[src/rtl/rstk_pkg.sv]
package rstk_pkg;

   typedef enum logic [1:0] {
      OP_HOLD = 2'd0,
      OP_PUSH = 2'd1,
      OP_POP  = 2'd2
   } stk_op_e;

endpackage

[src/rtl/rstk_op_decode.sv]
module rstk_op_decode
   import rstk_pkg::*;
#(
   parameter int CW = 3
) (
   input  logic          push_i,
   input  logic          pop_i,
   input  logic [CW-1:0] depth_i,
   output stk_op_e       op_o,
   output logic          pop_ok_o
);

   // push wins over pop; a pop on an empty stack degrades to hold
   always_comb begin
      op_o     = OP_HOLD;
      pop_ok_o = 1'b0;
      if (push_i) begin
         op_o = OP_PUSH;
      end else if (pop_i && (depth_i != '0)) begin
         op_o     = OP_POP;
         pop_ok_o = 1'b1;
      end
   end

   always_comb begin
      AST_PUSH_WINS: assert (!(push_i && pop_ok_o));
   end

endmodule

[src/rtl/rstk_level.sv]
module rstk_level
   import rstk_pkg::*;
#(
   parameter int AW = 12
) (
   input  logic          clk,
   input  logic          rst,
   input  stk_op_e       op_i,
   input  logic [AW-1:0] from_above_i,
   input  logic [AW-1:0] from_below_i,
   output logic [AW-1:0] q_o
);

   always_ff @(posedge clk) begin
      if (rst) begin
         q_o <= '0;
      end else begin
         unique case (op_i)
            OP_PUSH: q_o <= from_above_i;
            OP_POP:  q_o <= from_below_i;
            default: q_o <= q_o;
         endcase
      end
   end

endmodule

[src/rtl/rstk_depth.sv]
module rstk_depth
   import rstk_pkg::*;
#(
   parameter int DEPTH = 6,
   localparam int CW   = $clog2(DEPTH + 1)
) (
   input  logic          clk,
   input  logic          rst,
   input  stk_op_e       op_i,
   output logic [CW-1:0] depth_o
);

   localparam logic [CW-1:0] FULL = CW'(DEPTH);

   always_ff @(posedge clk) begin
      if (rst) begin
         depth_o <= '0;
      end else begin
         unique case (op_i)
            OP_PUSH: if (depth_o != FULL) depth_o <= depth_o + 1'b1;
            OP_POP:  if (depth_o != '0)   depth_o <= depth_o - 1'b1;
            default: depth_o <= depth_o;
         endcase
      end
   end

   AST_DEPTH_RANGE: assert property (@(posedge clk) disable iff (rst)
      depth_o <= FULL);
   AST_PUSH_SAT: assert property (@(posedge clk) disable iff (rst)
      (op_i == OP_PUSH && depth_o == FULL) |=> depth_o == FULL);
   AST_POP_DEC: assert property (@(posedge clk) disable iff (rst)
      (op_i == OP_POP) |=> depth_o == $past(depth_o) - 1'b1);

endmodule

[src/rtl/rstk_top.sv]
module rstk_top
   import rstk_pkg::*;
#(
   parameter int DEPTH = 6,
   parameter int AW    = 12,
   localparam int CW   = $clog2(DEPTH + 1)
) (
   input  logic          clk,
   input  logic          rst,
   input  logic          push_i,
   input  logic          pop_i,
   input  logic [AW-1:0] pc_i,
   output logic [AW-1:0] ret_addr_o,
   output logic          pop_valid_o,
   output logic [CW-1:0] depth_o
);

   if (DEPTH < 2) begin : g_bad_depth
      $error("rstk_top: DEPTH must be at least 2");
   end
   if (AW < 1) begin : g_bad_aw
      $error("rstk_top: AW must be positive");
   end

   stk_op_e       op;
   logic [AW-1:0] lvl [DEPTH];

   rstk_op_decode #(.CW(CW)) i_dec (
      .push_i   (push_i),
      .pop_i    (pop_i),
      .depth_i  (depth_o),
      .op_o     (op),
      .pop_ok_o (pop_valid_o)
   );

   rstk_depth #(.DEPTH(DEPTH)) i_depth (
      .clk     (clk),
      .rst     (rst),
      .op_i    (op),
      .depth_o (depth_o)
   );

   for (genvar g = 0; g < DEPTH; g++) begin : g_lvl
      logic [AW-1:0] above, below;
      if (g == 0) begin : g_top
         assign above = pc_i;
      end else begin : g_mid_a
         assign above = lvl[g-1];
      end
      if (g == DEPTH - 1) begin : g_bottom
         assign below = '0;
      end else begin : g_mid_b
         assign below = lvl[g+1];
      end
      rstk_level #(.AW(AW)) i_level (
         .clk          (clk),
         .rst          (rst),
         .op_i         (op),
         .from_above_i (above),
         .from_below_i (below),
         .q_o          (lvl[g])
      );
   end

   assign ret_addr_o = lvl[0];

   AST_PUSH_LANDS: assert property (@(posedge clk) disable iff (rst)
      push_i |=> ret_addr_o == $past(pc_i));
   AST_EMPTY_POP: assert property (@(posedge clk) disable iff (rst)
      (pop_i && !push_i && depth_o == '0) |=> depth_o == '0 && ret_addr_o == '0);
   AST_DRAINED_ZERO: assert property (@(posedge clk) disable iff (rst)
      depth_o == '0 |-> ret_addr_o == '0);
   AST_IDLE_HOLD: assert property (@(posedge clk) disable iff (rst)
      (!push_i && !pop_i) |=> $stable(depth_o) && $stable(ret_addr_o));
   AST_SIMUL_PUSH: assert property (@(posedge clk) disable iff (rst)
      (push_i && pop_i && depth_o != CW'(DEPTH)) |=> depth_o == $past(depth_o) + 1'b1);

endmodule

[config.mk]
export PLATFORM = sky130hd
export DESIGN_NAME = rstk_top
export DESIGN_NICKNAME = d
export VERILOG_FILES = /design/src/rtl/rstk_pkg.sv /design/src/rtl/rstk_op_decode.sv /design/src/rtl/rstk_level.sv /design/src/rtl/rstk_depth.sv /design/src/rtl/rstk_top.sv
export SDC_FILE = /design/constraint.sdc
export NUM_CORES = 1
export LEC_CHECK = 0
export ABC_CLOCK_PERIOD_IN_PS = 1730
export BUFFER_PORTS_ARGS = -buffer_cell sky130_fd_sc_hd__buf_2
export CAP_MARGIN = 20
export CELL_PAD_IN_SITES_DETAIL_PLACEMENT = 1
export CELL_PAD_IN_SITES_GLOBAL_PLACEMENT = 2
export CORE_ASPECT_RATIO = 0.5
export CORE_MARGIN = 2
export CORE_UTILIZATION = 37
export CTS_BUF_LIST = sky130_fd_sc_hd__clkbuf_2 sky130_fd_sc_hd__clkbuf_4 sky130_fd_sc_hd__clkbuf_8
export DETAILED_ROUTE_END_ITERATION = 10
export HOLD_SLACK_MARGIN = 0.08
export PLACE_DENSITY = 0.88
export SLEW_MARGIN = 20
export SYNTH_ARGS = -nofsm -noshare
export SYNTH_HDL_FRONTEND = slang
export SYNTH_HIERARCHICAL = 1
export SYNTH_SLANG_ARGS = --single-unit
[constraint.sdc]
create_clock -name clk -period 1.73 [get_ports clk]
set_input_delay 0.173 -clock clk [delete_from_list [all_inputs] [get_ports clk]]
set_output_delay 0.173 -clock clk [all_outputs]
set_load 0.01 [all_outputs]
==> results, run 1 <==
- The worst setup path is of the reg2reg kind.
- The DRC violation total after the first TritonRoute iteration is 141.
- The Yosys step of the flow raised 6 warnings.
- The checks that failed: negative setup slack.
- The number of antenna violations at the first check in global routing is 0.
- In this run, synthesis produced a sequential element count of 75.
- Clock skew on the completed layout was measured at 4.62 ps.
- The H-tree depth reported by CTS is 3.
- The most area-hungry cell type in the Yosys netlist is dfxtp_1.
- The worst-case setup margin in the final layout is -95.7 ps.
- The die covers 11700 sq um.
- The floorplan step defined a core boundary enclosing 10300 sq um.
- Final hold analysis gives a worst-case slack of 166 ps.
- The fill cell instance count of the final layout is 1143.
- The startpoint class of the critical path is a flip-flop.
- Measured along the y axis, the die boundary spans 77.4 um.
- Summed over all layers, the global routing overflow is 0.
- The startpoint of the most critical register-to-register path is i_depth/depth_o[0].
- In this run the clock root is driven by a clkbuf_8.
- In this run the worst setup path begins at i_depth/depth_o[0].
- The number of endpoints failing setup at the final stage is 13.
- Max-cap violations in this run came to 0.
- For the worst setup path, the data arrival time is 2100 ps.
- The number of antenna diodes in the final layout is 0.
- The initial utilization of the core area, before any placement, comes to 38.5%.
- The detailed-route via count is 2937.
- In this run the register-to-register setup slack is -100 ps.
- The largest net degree at the start of global routing is 31.
- In this run the worst path has a maximum fanout of 3.
- The run finished, with violations left.
- The capturing element type of the critical path is a flip-flop.
- For this design the ratio of total power to cell area is 930 nW/um^2.
- The insertion delay to the later sink of the worst-skew pair is 360 ps.
- Following the worst setup path forward leads to its endpoint at i_depth/depth_o[2].
- The weighted congestion reported at the end of routability-driven placement is 0.716.
- In this run the horizontal extent of the chip is 151 um.
- The min-delay analysis places its worst path in the category in2reg.
- The cell area after synthesis is 3980 sq um.
- Counting every instance in the synthesized netlist gives 359.
- After synthesis, the mean cell area works out to 11.1 sq um.
- The floorplan has 26 rows.
- The clock-pin slew on the worst setup and hold paths is 80 ps.
- The critical path contains buffers and inverters numbering 2 combined.
- The final number of hold-violating endpoints is 0.
- In this run, post-CTS hold repair placed 0 buffers.
- The detailed-route DRC error count is 0.
- The smallest clock period supported by the final layout is computed as 1830 ps.
- The number of vias per cell is 5.11.
- The endpoint of the worst register-to-register path is i_depth/depth_o[2].
- Across every metal layer, demand over resource in global routing totals 18.3%.
- Counting cells, the worst reg-to-reg path comes to 9.
- Setup repair after global routing could not meet its margin everywhere.
- After synthesis, the netlist uses 29 different library cells.
- The detailed-placement wirelength estimate is 7130 um.
- In the final routed layout, each cell accounts on average for 17.4 um.
- The cell at the slowest stage of the critical path is dfxtp_4.
- After the last flow step, the layout net total stands at 453.
- The number of top-level pins is 32.
- The via count of the first global-routing pass is 3070.
- The count of antenna-violating nets left after detailed routing is 0.
- The top-area cell type share of the netlist area is 37.7%.
- Clock tree synthesis found a total of 75 sinks.
- The peak supply drop is 0.550 mV.
- Traced cell by cell, the critical path runs through nor3_2 > nor3b_2 > buf_4 > nand2b_4 > xnor2_2 > ha_2 > buf_4 > a31o_2 > a211oi_2.
- The logic depth of the worst setup path including buffers is 9.
- In this design, the critical path's most frequently occurring cell is buf_4.
- The number of max-slew violations in the final report is 0.
- In the final timing run, aggregate negative setup slack is -273 ps.
- The kind of cell with the highest combined delay along the critical path is compound AO/OA/AOI/OAI gates.
- For this run, the register share of the synthesized area comes to 37.7%.
- The number of buffers inserted by port buffering is 31.
- The final worst-path cycle share is 106%.
- The delay of the slowest critical-path stage is 350 ps.
- The area growth from synthesis to layout is 24.9%.
- The CTS tree is yes.
- Derived from the worst setup path, the maximum achievable clock frequency is 548 MHz.
- For the worst setup path, the data required time is 2010 ps.
- The number of CTS-inserted buffers is 9.
- Sorting the synthesized cells by area gives the leading types as dfxtp_1, a211oi_2, mux2i_1.
- The final routed wirelength across all metal layers is 10000 um.
- The longest clock path from root to sink contains 2 buffers.
- The wire length of the first global-routing pass is 16800 um.
- The ratio of cells with drive above 1 in the final layout is 40.0%.
- The number of optimization iterations in the first detailed-route pass is 4.
- For this design the static power due to leakage is 1.76 nW.
==> cell families after synthesis <==
logic type / Yosys count / synth area share [%]
other cells: 1 / 0.0942
buf+inv: 40 / 5.28
simple gates: 81 / 13.1
xor+xnor: 2 / 0.440
fa+ha+maj: 7 / 2.20
mux: 72 / 18.1
flops: 75 / 37.7
compound gates: 81 / 23.1
==> synthesized netlist by cell type <==
master	instances
dfxtp_1	75
nor2b_1	73
mux2i_1	72
a211oi_2	61
inv_1	14
a211oi_1	12
ha_1	7
buf_1	6
buf_2	6
buf_6	6
clkbuf_1	6
nand2b_1	3
buf_4	2
a21boi_0	1
a21oi_1	1
a221oi_1	1
a31o_2	1
conb_1	1
nand2_1	1
nor2_1	1
nor3_2	1
nor3b_2	1
nor4b_2	1
o21a_1	1
o221a_2	1
o2bb2ai_1	1
o311a_1	1
xnor2_1	1
xor2_1	1
==> timing repair <==
action	4_1_cts	5_1_grt
cloned	0	0
endpoints found under the setup margin	41	53
resized for setup	7	7
pin swaps	1	0
setup buffers	6	1
==> cell usage in the layout (no fill, tap or decap), drive strengths merged, types with 7 or more instances in the layout <==
| master | instances |
|---|---|
| a211oi | 73 |
| buf | 75 |
| clkbuf | 11 |
| conb | 12 |
| dfxtp | 75 |
| ha | 7 |
| inv | 12 |
| mux2i | 72 |
| nor2b | 73 |
==> how the worst min path moves through the flow <==
stage | slack (ps) | depth (start not counted) | startpoint | to
after floorplan | 240 | 1 | rst | i_depth/depth_o[2]
after global placement | 510 | 2 | g_lvl[5].i_level/q_o[8] | g_lvl[5].i_level/q_o[8]
after detailed placement | 520 | 2 | g_lvl[5].i_level/q_o[8] | g_lvl[5].i_level/q_o[8]
after CTS | 160 | 3 | pc_i[8] | g_lvl[0].i_level/q_o[8]
after global routing | 170 | 3 | pc_i[7] | g_lvl[0].i_level/q_o[7]
final | 170 | 3 | pc_i[8] | g_lvl[0].i_level/q_o[8]
==> power breakdown <==
part / internal, W / total (W) / switching (W) / leakage [nW]
Combinational: 0.000568 / 0.00114 / 0.000570 / 1.03
Clock: 0.000715 / 0.00138 / 0.000665 / 0.107
Sequential: 0.00192 / 0.00211 / 0.000192 / 0.623
==> worst reg2reg max path: stages, from the launching register on <==
cell,delay [ps]
dfxtp_4,350
nor3_2,40
nor3b_2,230
buf_4,180
nand2b_4,60
xnor2_2,130
ha_2,210
buf_4,140
a31o_2,200
a211oi_2,210
==> flip-flops by register name, indices dropped and copies added, names as in the netlist <==
register and cells:
g_lvl.i_level/q_o 72, i_depth/depth_o 3
==> area by class of cell <==
type                            count  area [sq um]  area share (%)
Sequential cell                    75          1510            30.4
Inverter                           14          63.8            1.28
Clock inverter                      5          51.3            1.03
Multi-Input combinational cell    255          2410            48.5
Timing Repair Buffer               75           613            12.3
Tap cell                          140           175            3.52
Clock buffer                       11           145            2.92
==> stage by stage <==
| step | setup slack, ps | utilization (%) | instance area, sq um | total power [W] | instances |
|---|---|---|---|---|---|
| final | -95.7 | 48.1 | 4980 | 0.00463 | 575 |
| after global routing | -197 | 48.1 | 4980 | 0.00488 | 575 |
| after CTS | -87.2 | 47.5 | 4920 | 0.00465 | 574 |
| after detailed placement | -103 | 44.4 | 4600 | 0.00319 | 552 |
| after global placement | -52.3 | 44.4 | 4600 | 0.00314 | 552 |
| after floorplan | -182 | - | 4050 | 0.00283 | 370 |
==> layer usage <==
| metal | track usage [%] | wire [um] | vias to the layer above |
|---|---|---|---|
| met1 | 25.4 | 5160 | 1469 |
| li1 | - | - | 1430 |
| met3 | 4.76 | 276 | 7 |
| met5 | 0 | 0 | - |
| met4 | 3.93 | 61 | 0 |
| met2 | 28.7 | 4520 | 31 |
Note: power is estimated with default switching activity, not from simulation.
==> inputs of run 2 (changes only) <==
SKIP_CTS_REPAIR_TIMING = 1   (was not set)
==> results, run 2 (synthesis results as in run 1) <==
- The run finished, with violations left.
- The final reports fail on negative setup slack.
- The clock skew after layout came to 10.8 ps (+6.15 ps).
- The overall die area came to 11700 sq um (unchanged).
- The area of the core region is 10300 sq um (unchanged).
- The final number of hold-violating endpoints is 0 (unchanged).
- The most critical setup path has its startpoint at i_depth/depth_o[0].
- The capturing element type of the critical path is a flip-flop.
- The horizontal die dimension is 151 um (unchanged).
- The detailed-route wire length per cell is 17.6 um (+1.1%).
- The number of maximum-capacitance violations is 0 (unchanged).
- met2 is the most crowded layer.
- In the layout the commonest cells are mux2i_1, nor2b_1, dfxtp_1, a211oi_2, buf_4.
- The reported leakage power came to 1.75 nW (-0.50%).
- The number of diodes is 0 (unchanged).
- The count of buffering cells on the critical path with inverters included was 1 (-1).
- The clock sink count is 75 (unchanged).
- The peak supply drop is 0.551 mV (+0.23%).
- The detailed-placement wirelength estimate is 7130 um (unchanged).
- The minimum period implied by the final worst setup slack is 1810 ps (-18.1 ps).
- The number of buffers inserted by port buffering was 31 (unchanged).
- The logic depth of the worst setup path including buffers was 9 (unchanged).
- The required time of the critical path was 2000 ps (about the same).
- The number of endpoints failing setup at the final stage is 13 (unchanged).
- The standard-cell row count was 26 (unchanged).
- The clock-pin slew on the worst setup and hold paths is 80 ps (about the same).
- The met2 usage in global routing is 26.5% (-2.1 points).
- The number of optimization iterations in the first detailed-route pass was 4 (unchanged).
- The maximum clock path buffer count is 2 (unchanged).
- The wire length of the first global-routing pass is 16200 um (-3.4%).
- The data arrival time of the critical path came to 2080 ps (-20 ps).
- In this run the critical register-to-register path is captured at i_depth/depth_o[2].
- The post-route worst hold slack is 170 ps (+4.38 ps).
- The maximum fanout along the worst path was 3 (unchanged).
- The CTS root buffer is clkbuf_8.
- The number of max-slew violations in the final report is 0 (unchanged).
- The largest individual stage delay along the critical path comes from the cell dfxtp_4.
- The detailed-route DRC error count was 0 (unchanged).
- The total power per unit cell area came to 933 nW/um^2 (+0.29%).
- The number of vias per cell is 5.16 (+0.99%).
- The DRC violation total after the first TritonRoute iteration is 126 (-11%).
- The total track usage is 17.7% (-0.63 points).
- In the final layout, the registers with the most flip-flops are g_lvl.i_level/q_o: 72 flops, i_depth/depth_o: 3 flops.
- The total placed instance area is 4600 sq um (unchanged).
- Walking the worst path, the cells encountered are nor3_2 > nor3b_2 > buf_4 > nand2b_4 > xnor2_1 > ha_2 > nor4b_4 > a221oi_2 > a211oi_2.
- Setup repair after global routing could not meet its margin everywhere.
- STA classifies the critical path startpoint as a flip-flop.
- The final routed wirelength across all metal layers is 10100 um (+0.90%).
- The total grt overflow came to 0 (unchanged).
- The final worst-path cycle share is 104% (-1.0 points).
- The worst-case setup margin in the final layout came to -77.7 ps (+18.1 ps).
- TritonCTS built the clock tree.
- The number of cell instances on the worst register-to-register path is 9 (unchanged).
- The H-tree depth reported by CTS is 3 (unchanged).
- The capture point of the worst path is i_depth/depth_o[2].
- The maximum achievable frequency came to 553 MHz (+1.0%).
- The detailed-route via count was 2961 (+0.82%).
- The critical path is of the reg2reg type.
- The number of flip-flops under the largest register name is 72 (unchanged).
- The insertion delay to the later sink of the worst-skew pair is 370 ps (about the same).
- The design area came to 4970 sq um (about the same).
- The delay of the slowest critical-path stage came to 350 ps (about the same).
- The met3 global-route usage is 4.76% (unchanged).
- The total negative slack came to -286 ps (-12.5 ps).
- The count of antenna-violating nets left after detailed routing was 0 (unchanged).
- The weighted congestion reported at the end of routability-driven placement is 0.716 (unchanged).
- The worst setup slack for register-to-register paths came to -80 ps (+20 ps).
- The growth of design area from synthesis to finish came to 24.9% (about the same).
- The met1 usage in global routing is 25.3% (-0.11 points).
- The via count of the first global-routing pass is 2970 (-3.3%).
- The initial core utilization is 38.5% (unchanged).
- The vertical die dimension is 77.4 um (unchanged).
- The path class of the tightest hold or removal check is in2reg.
- The ratio of cells with drive above 1 in the final layout was 39.6% (-0.37 points).
- The kind of cell with the highest combined delay along the critical path is simple AND/OR/NAND/NOR gates.
- In this run the critical register-to-register path is launched from i_depth/depth_o[0].
- The number of antenna violations at the first check in global routing is 0 (unchanged).
- The number of top-level pins is 32 (unchanged).
- The count of nets after finishing is 452 (-0.22%).
- The number of CTS-inserted buffers is 9 (unchanged).
- Counting flops per register, the top entry is g_lvl.i_level/q_o.
- The largest net degree at the start of global routing is 31 (unchanged).
==> run 2: cell types whose count changed in the layout (fill, tap and decap cells not counted) <==
cell     change
buf_4        -2
buf_12       +1
xnor2_1      +1
xnor2_2      -1
==> run 2: per-stage QoR <==
stage	power [W]	std cells	setup slack [ps]	utilization (%)
4_1_cts	0.00458	568	-139	46.3
3_5_place_dp	0.00319	552	-103	44.4
5_1_grt	0.00488	574	-181	48.1
3_3_place_gp	0.00314	552	-52.3	44.4
6_report	0.00464	574	-77.7	48.1
2_1_floorplan	0.00283	370	-182	-
==> run 2: layout make-up <==
type	instances	area [sq um]
clock buffer	11	145
clock inverter	5	51.3
fill	1145	5370
inverter	14	63.8
multi-input combinational	255	2410
sequential	75	1510
tap	140	175
timing repair buffer	74	618
==> run 2: how the worst min path moves through the flow <==
stage                                  startpoint                 endpoint  slack (ps)  cells after the start
after detailed placement  g_lvl[5].i_level/q_o[8]  g_lvl[5].i_level/q_o[8]         520                      2
after floorplan                               rst       i_depth/depth_o[2]         240                      1
after global routing                      pc_i[7]  g_lvl[0].i_level/q_o[7]         160                      3
after CTS                                 pc_i[8]  g_lvl[0].i_level/q_o[8]         160                      3
after global placement    g_lvl[5].i_level/q_o[8]  g_lvl[5].i_level/q_o[8]         510                      2
final                                     pc_i[7]  g_lvl[0].i_level/q_o[7]         170                      3
==> run 2: where the power goes <==
group          internal [W]  switching, W  total, W  leakage [nW]
clock              0.000715      0.000673   0.00139         0.107
sequential          0.00192      0.000192   0.00211         0.623
combinational      0.000569      0.000570   0.00114          1.02
total               0.00320       0.00144   0.00464          1.75
==> run 2: per-layer routing <==
layer  vias to the layer above  share of wire [%]  wire length [um]
li1                       1428                  -                 -
met1                      1471                 50              5050
met2                        48                 45              4550
met3                        14                3.6               367
met4                         0                1.3               134
met5                         -                  0                 0
==> run 2: worst reg2reg max path, cell delays in order (launching register included) <==
cell	delay (ps)
dfxtp_4	350
nor3_2	40
nor3b_2	230
buf_4	170
nand2b_4	50
xnor2_1	120
ha_2	200
nor4b_4	300
a221oi_2	100
a211oi_2	160
==> inputs of run 3 (changes only) <==
CORE_MARGIN = not set   (was 2)
==> results, run 3 (synthesis results as in run 1) <==
- The run finished, with violations left.
- The final reports fail on negative setup slack.
- The detailed-route DRC error count was 0 (unchanged).
- The maximum clock path buffer count is 2 (unchanged).
- The clock skew after layout is 8.99 ps (-1.78 ps).
- The via count of the first global-routing pass is 2856 (-3.8%).
- The CTS tree is yes.
- The capture point of the worst path is i_depth/depth_o[2].
- The total placed instance area was 4550 sq um (-1.1%).
- The number of optimization iterations in the first detailed-route pass came to 4 (unchanged).
- The number of max-slew violations in the final report is 0 (unchanged).
- The count of antenna-violating nets left after detailed routing is 0 (unchanged).
- The number of cell instances on the worst register-to-register path is 9 (unchanged).
- The startpoint identified for the worst hold timing path is pc_i[7].
- The largest net degree at the start of global routing came to 32 (+3.2%).
- The core utilization of the finished layout is 48.8% (+0.74 points).
- The detailed-route via count came to 2933 (-0.95%).
- STA classifies the critical path endpoint as a flip-flop.
- The power spent charging and discharging nets is 0.00145 W (+1.3%).
- The count of nets after finishing is 450 (-0.44%).
- The peak supply drop is 0.533 mV (-3.4%).
- The area of the core region came to 10300 sq um (unchanged).
- The number of vias per cell came to 5.13 (-0.60%).
- The library cells used most frequently in the layout, excluding fill and tap cells, are nor2b_1, dfxtp_1, mux2i_1, a211oi_2, buf_2.
- The H-tree depth reported by CTS is 3 (unchanged).
- The worst-case setup margin in the final layout is -173 ps (-95.5 ps).
- The startpoint of the most critical register-to-register path is i_depth/depth_o[2].
- The type of the setup path with the least slack is reg2reg.
- The number of flip-flops under the largest register name is 72 (unchanged).
- The ratio of cells with drive above 1 in the final layout came to 40.3% (+0.65 points).
- In this run the clock root is driven by a clkbuf_8.
- The clock sink count was 75 (unchanged).
- The final number of hold-violating endpoints is 0 (unchanged).
- The total grt overflow is 0 (unchanged).
- The final routed wirelength across all metal layers is 10300 um (+2.4%).
- The wire length of the first global-routing pass is 15500 um (-4.5%).
- The final worst-path cycle share is 110% (+5.5 points).
- The maximum achievable frequency was 525 MHz (-5.0%).
- The combinational share of power is 24.9% (+0.3 points).
- The number of diodes is 0 (unchanged).
- More flip-flops sit in one register than any other, and that register is g_lvl.i_level/q_o.
- The worst slack at placement is -147 ps (-44.3 ps).
- The post-route worst hold slack is 170 ps (-0.226 ps).
- The minimum period implied by the final worst setup slack is 1900 ps (+95.5 ps).
- The number of endpoints failing setup at the final stage is 4 (-9).
- Setup repair after global routing could not meet its margin everywhere.
- The horizontal die dimension is 149 um (-1.3%).
- The overall die area is 11200 sq um (-3.9%).
- The maximum fanout along the worst path is 3 (unchanged).
- The weighted congestion reported at the end of routability-driven placement is 0.717 (+0.11%).
- The data arrival time of the critical path is 2180 ps (+100 ps).
- The DRC violation total after the first TritonRoute iteration is 115 (-8.7%).
- In this run the critical register-to-register path is captured at i_depth/depth_o[2].
- The total track usage is 18.2% (+0.57 points).
- The switching power as a share of total power came to 30.6% (-0.30 points).
- The standard-cell row count is 26 (unchanged).
- From synthesis to final layout, the design area changed by 26.8%.
- The required time of the critical path is 2000 ps (about the same).
- The design area is 5050 sq um (+1.5%).
- The number of top-level pins was 32 (unchanged).
- The overall power after layout came to 0.00475 W (+2.3%).
- The initial core utilization came to 38.5% (unchanged).
- The tightest min-delay check is of the in2reg type.
- The cell-internal power came to 0.00329 W (+2.7%).
- The vertical die dimension is 75.4 um (-2.6%).
- The number of antenna violations at the first check in global routing is 0 (unchanged).
- The insertion delay to the later sink of the worst-skew pair is 360 ps (about the same).
- The clock-pin slew on the worst setup and hold paths was 80 ps (about the same).
- The library cell used most frequently in the layout, excluding fill and tap cells, is nor2b_1.
- The most critical setup path has its startpoint at i_depth/depth_o[2].
- The fill cell instance count of the final layout came to 1123 (-1.9%).
- The startpoint class of the critical path is a flip-flop.
- The number of CTS-inserted buffers is 9 (unchanged).
- In the final layout, the registers with the most flip-flops are g_lvl.i_level/q_o: 72 flops, i_depth/depth_o: 3 flops.
- The detailed-route wire length per cell is 18.1 um (+2.7%).
- The footprint of the flip-flops and latches is 1510 sq um (unchanged).
- The number of buffers inserted by port buffering came to 31 (unchanged).
- The total power per unit cell area came to 940 nW/um^2 (+0.72%).
- The number of maximum-capacitance violations is 0 (unchanged).
- The share of power burned in the clock network came to 30.5% (+0.6 points).
- The reported leakage power is 1.75 nW (+0.34%).
- The sequential power share was 44.6% (-0.9 points).
- The detailed-placement wirelength estimate is 7080 um (-0.75%).
- The total area of multi-input combinational cells is 2470 sq um (+2.5%).
- The worst setup slack for register-to-register paths is -170 ps (-100 ps).
## run 3: changes by cell type in the layout (fill, tap and decap cells not counted), moves of 2 or more
cell and change:
ha_4 +2, clkbuf_8 +2, buf_6 +3, buf_4 -5, clkinvlp_4 +2
## run 3: worst max-delay path, cell delays in order, from the launching register on
cell,delay (ps)
dfxtp_4,370
nor3_4,50
nor3b_4,230
buf_4,170
nand2b_4,80
xnor2_4,140
ha_4,180
nor4b_4,340
a221oi_2,110
a211oi_2,160
## run 3: cell type report
class | instances | share of cell area [%]
sequential | 75 | 30.0
tap | 140 | 3.47
multi-input combinational | 255 | 48.9
inverter | 14 | 1.34
clock buffer | 12 | 3.27
timing repair buffer | 72 | 12.2
clock inverter | 4 | 0.942
## run 3: metrics by stage
step,std cells,setup TNS (ps)
3_3_place_gp,547,-1360
5_1_grt,572,-834
6_report,572,-245
3_5_place_dp,547,-2120
2_1_floorplan,370,-3270
4_1_cts,563,-2730
## run 3: metal layers
layer	vias up	GRT usage, %	part of all wire [%]
li1	1430	-	-
met1	1443	24.2	51
met2	46	30.1	45
met3	14	4.85	2.7
met4	0	4.12	1.4
met5	-	0	0
## run 3: worst min-delay path by stage
stage	depth (start not counted)	end	slack, ps
6_report	3	g_lvl[0].i_level/q_o[7]	170
5_1_grt	3	g_lvl[0].i_level/q_o[7]	160
4_1_cts	3	g_lvl[0].i_level/q_o[7]	160
3_5_place_dp	2	g_lvl[5].i_level/q_o[8]	510
3_3_place_gp	2	g_lvl[5].i_level/q_o[8]	500
2_1_floorplan	1	i_depth/depth_o[2]	240
## run 3: power by group through the flow
stage          Clock (W)  Sequential (W)  Combinational [W]
2_1_floorplan          0         0.00209           0.000740
5_1_grt          0.00156         0.00214            0.00128
3_3_place_gp           0         0.00214           0.000989
6_report         0.00145         0.00212            0.00118
3_5_place_dp           0         0.00215            0.00103
4_1_cts          0.00147         0.00211            0.00103
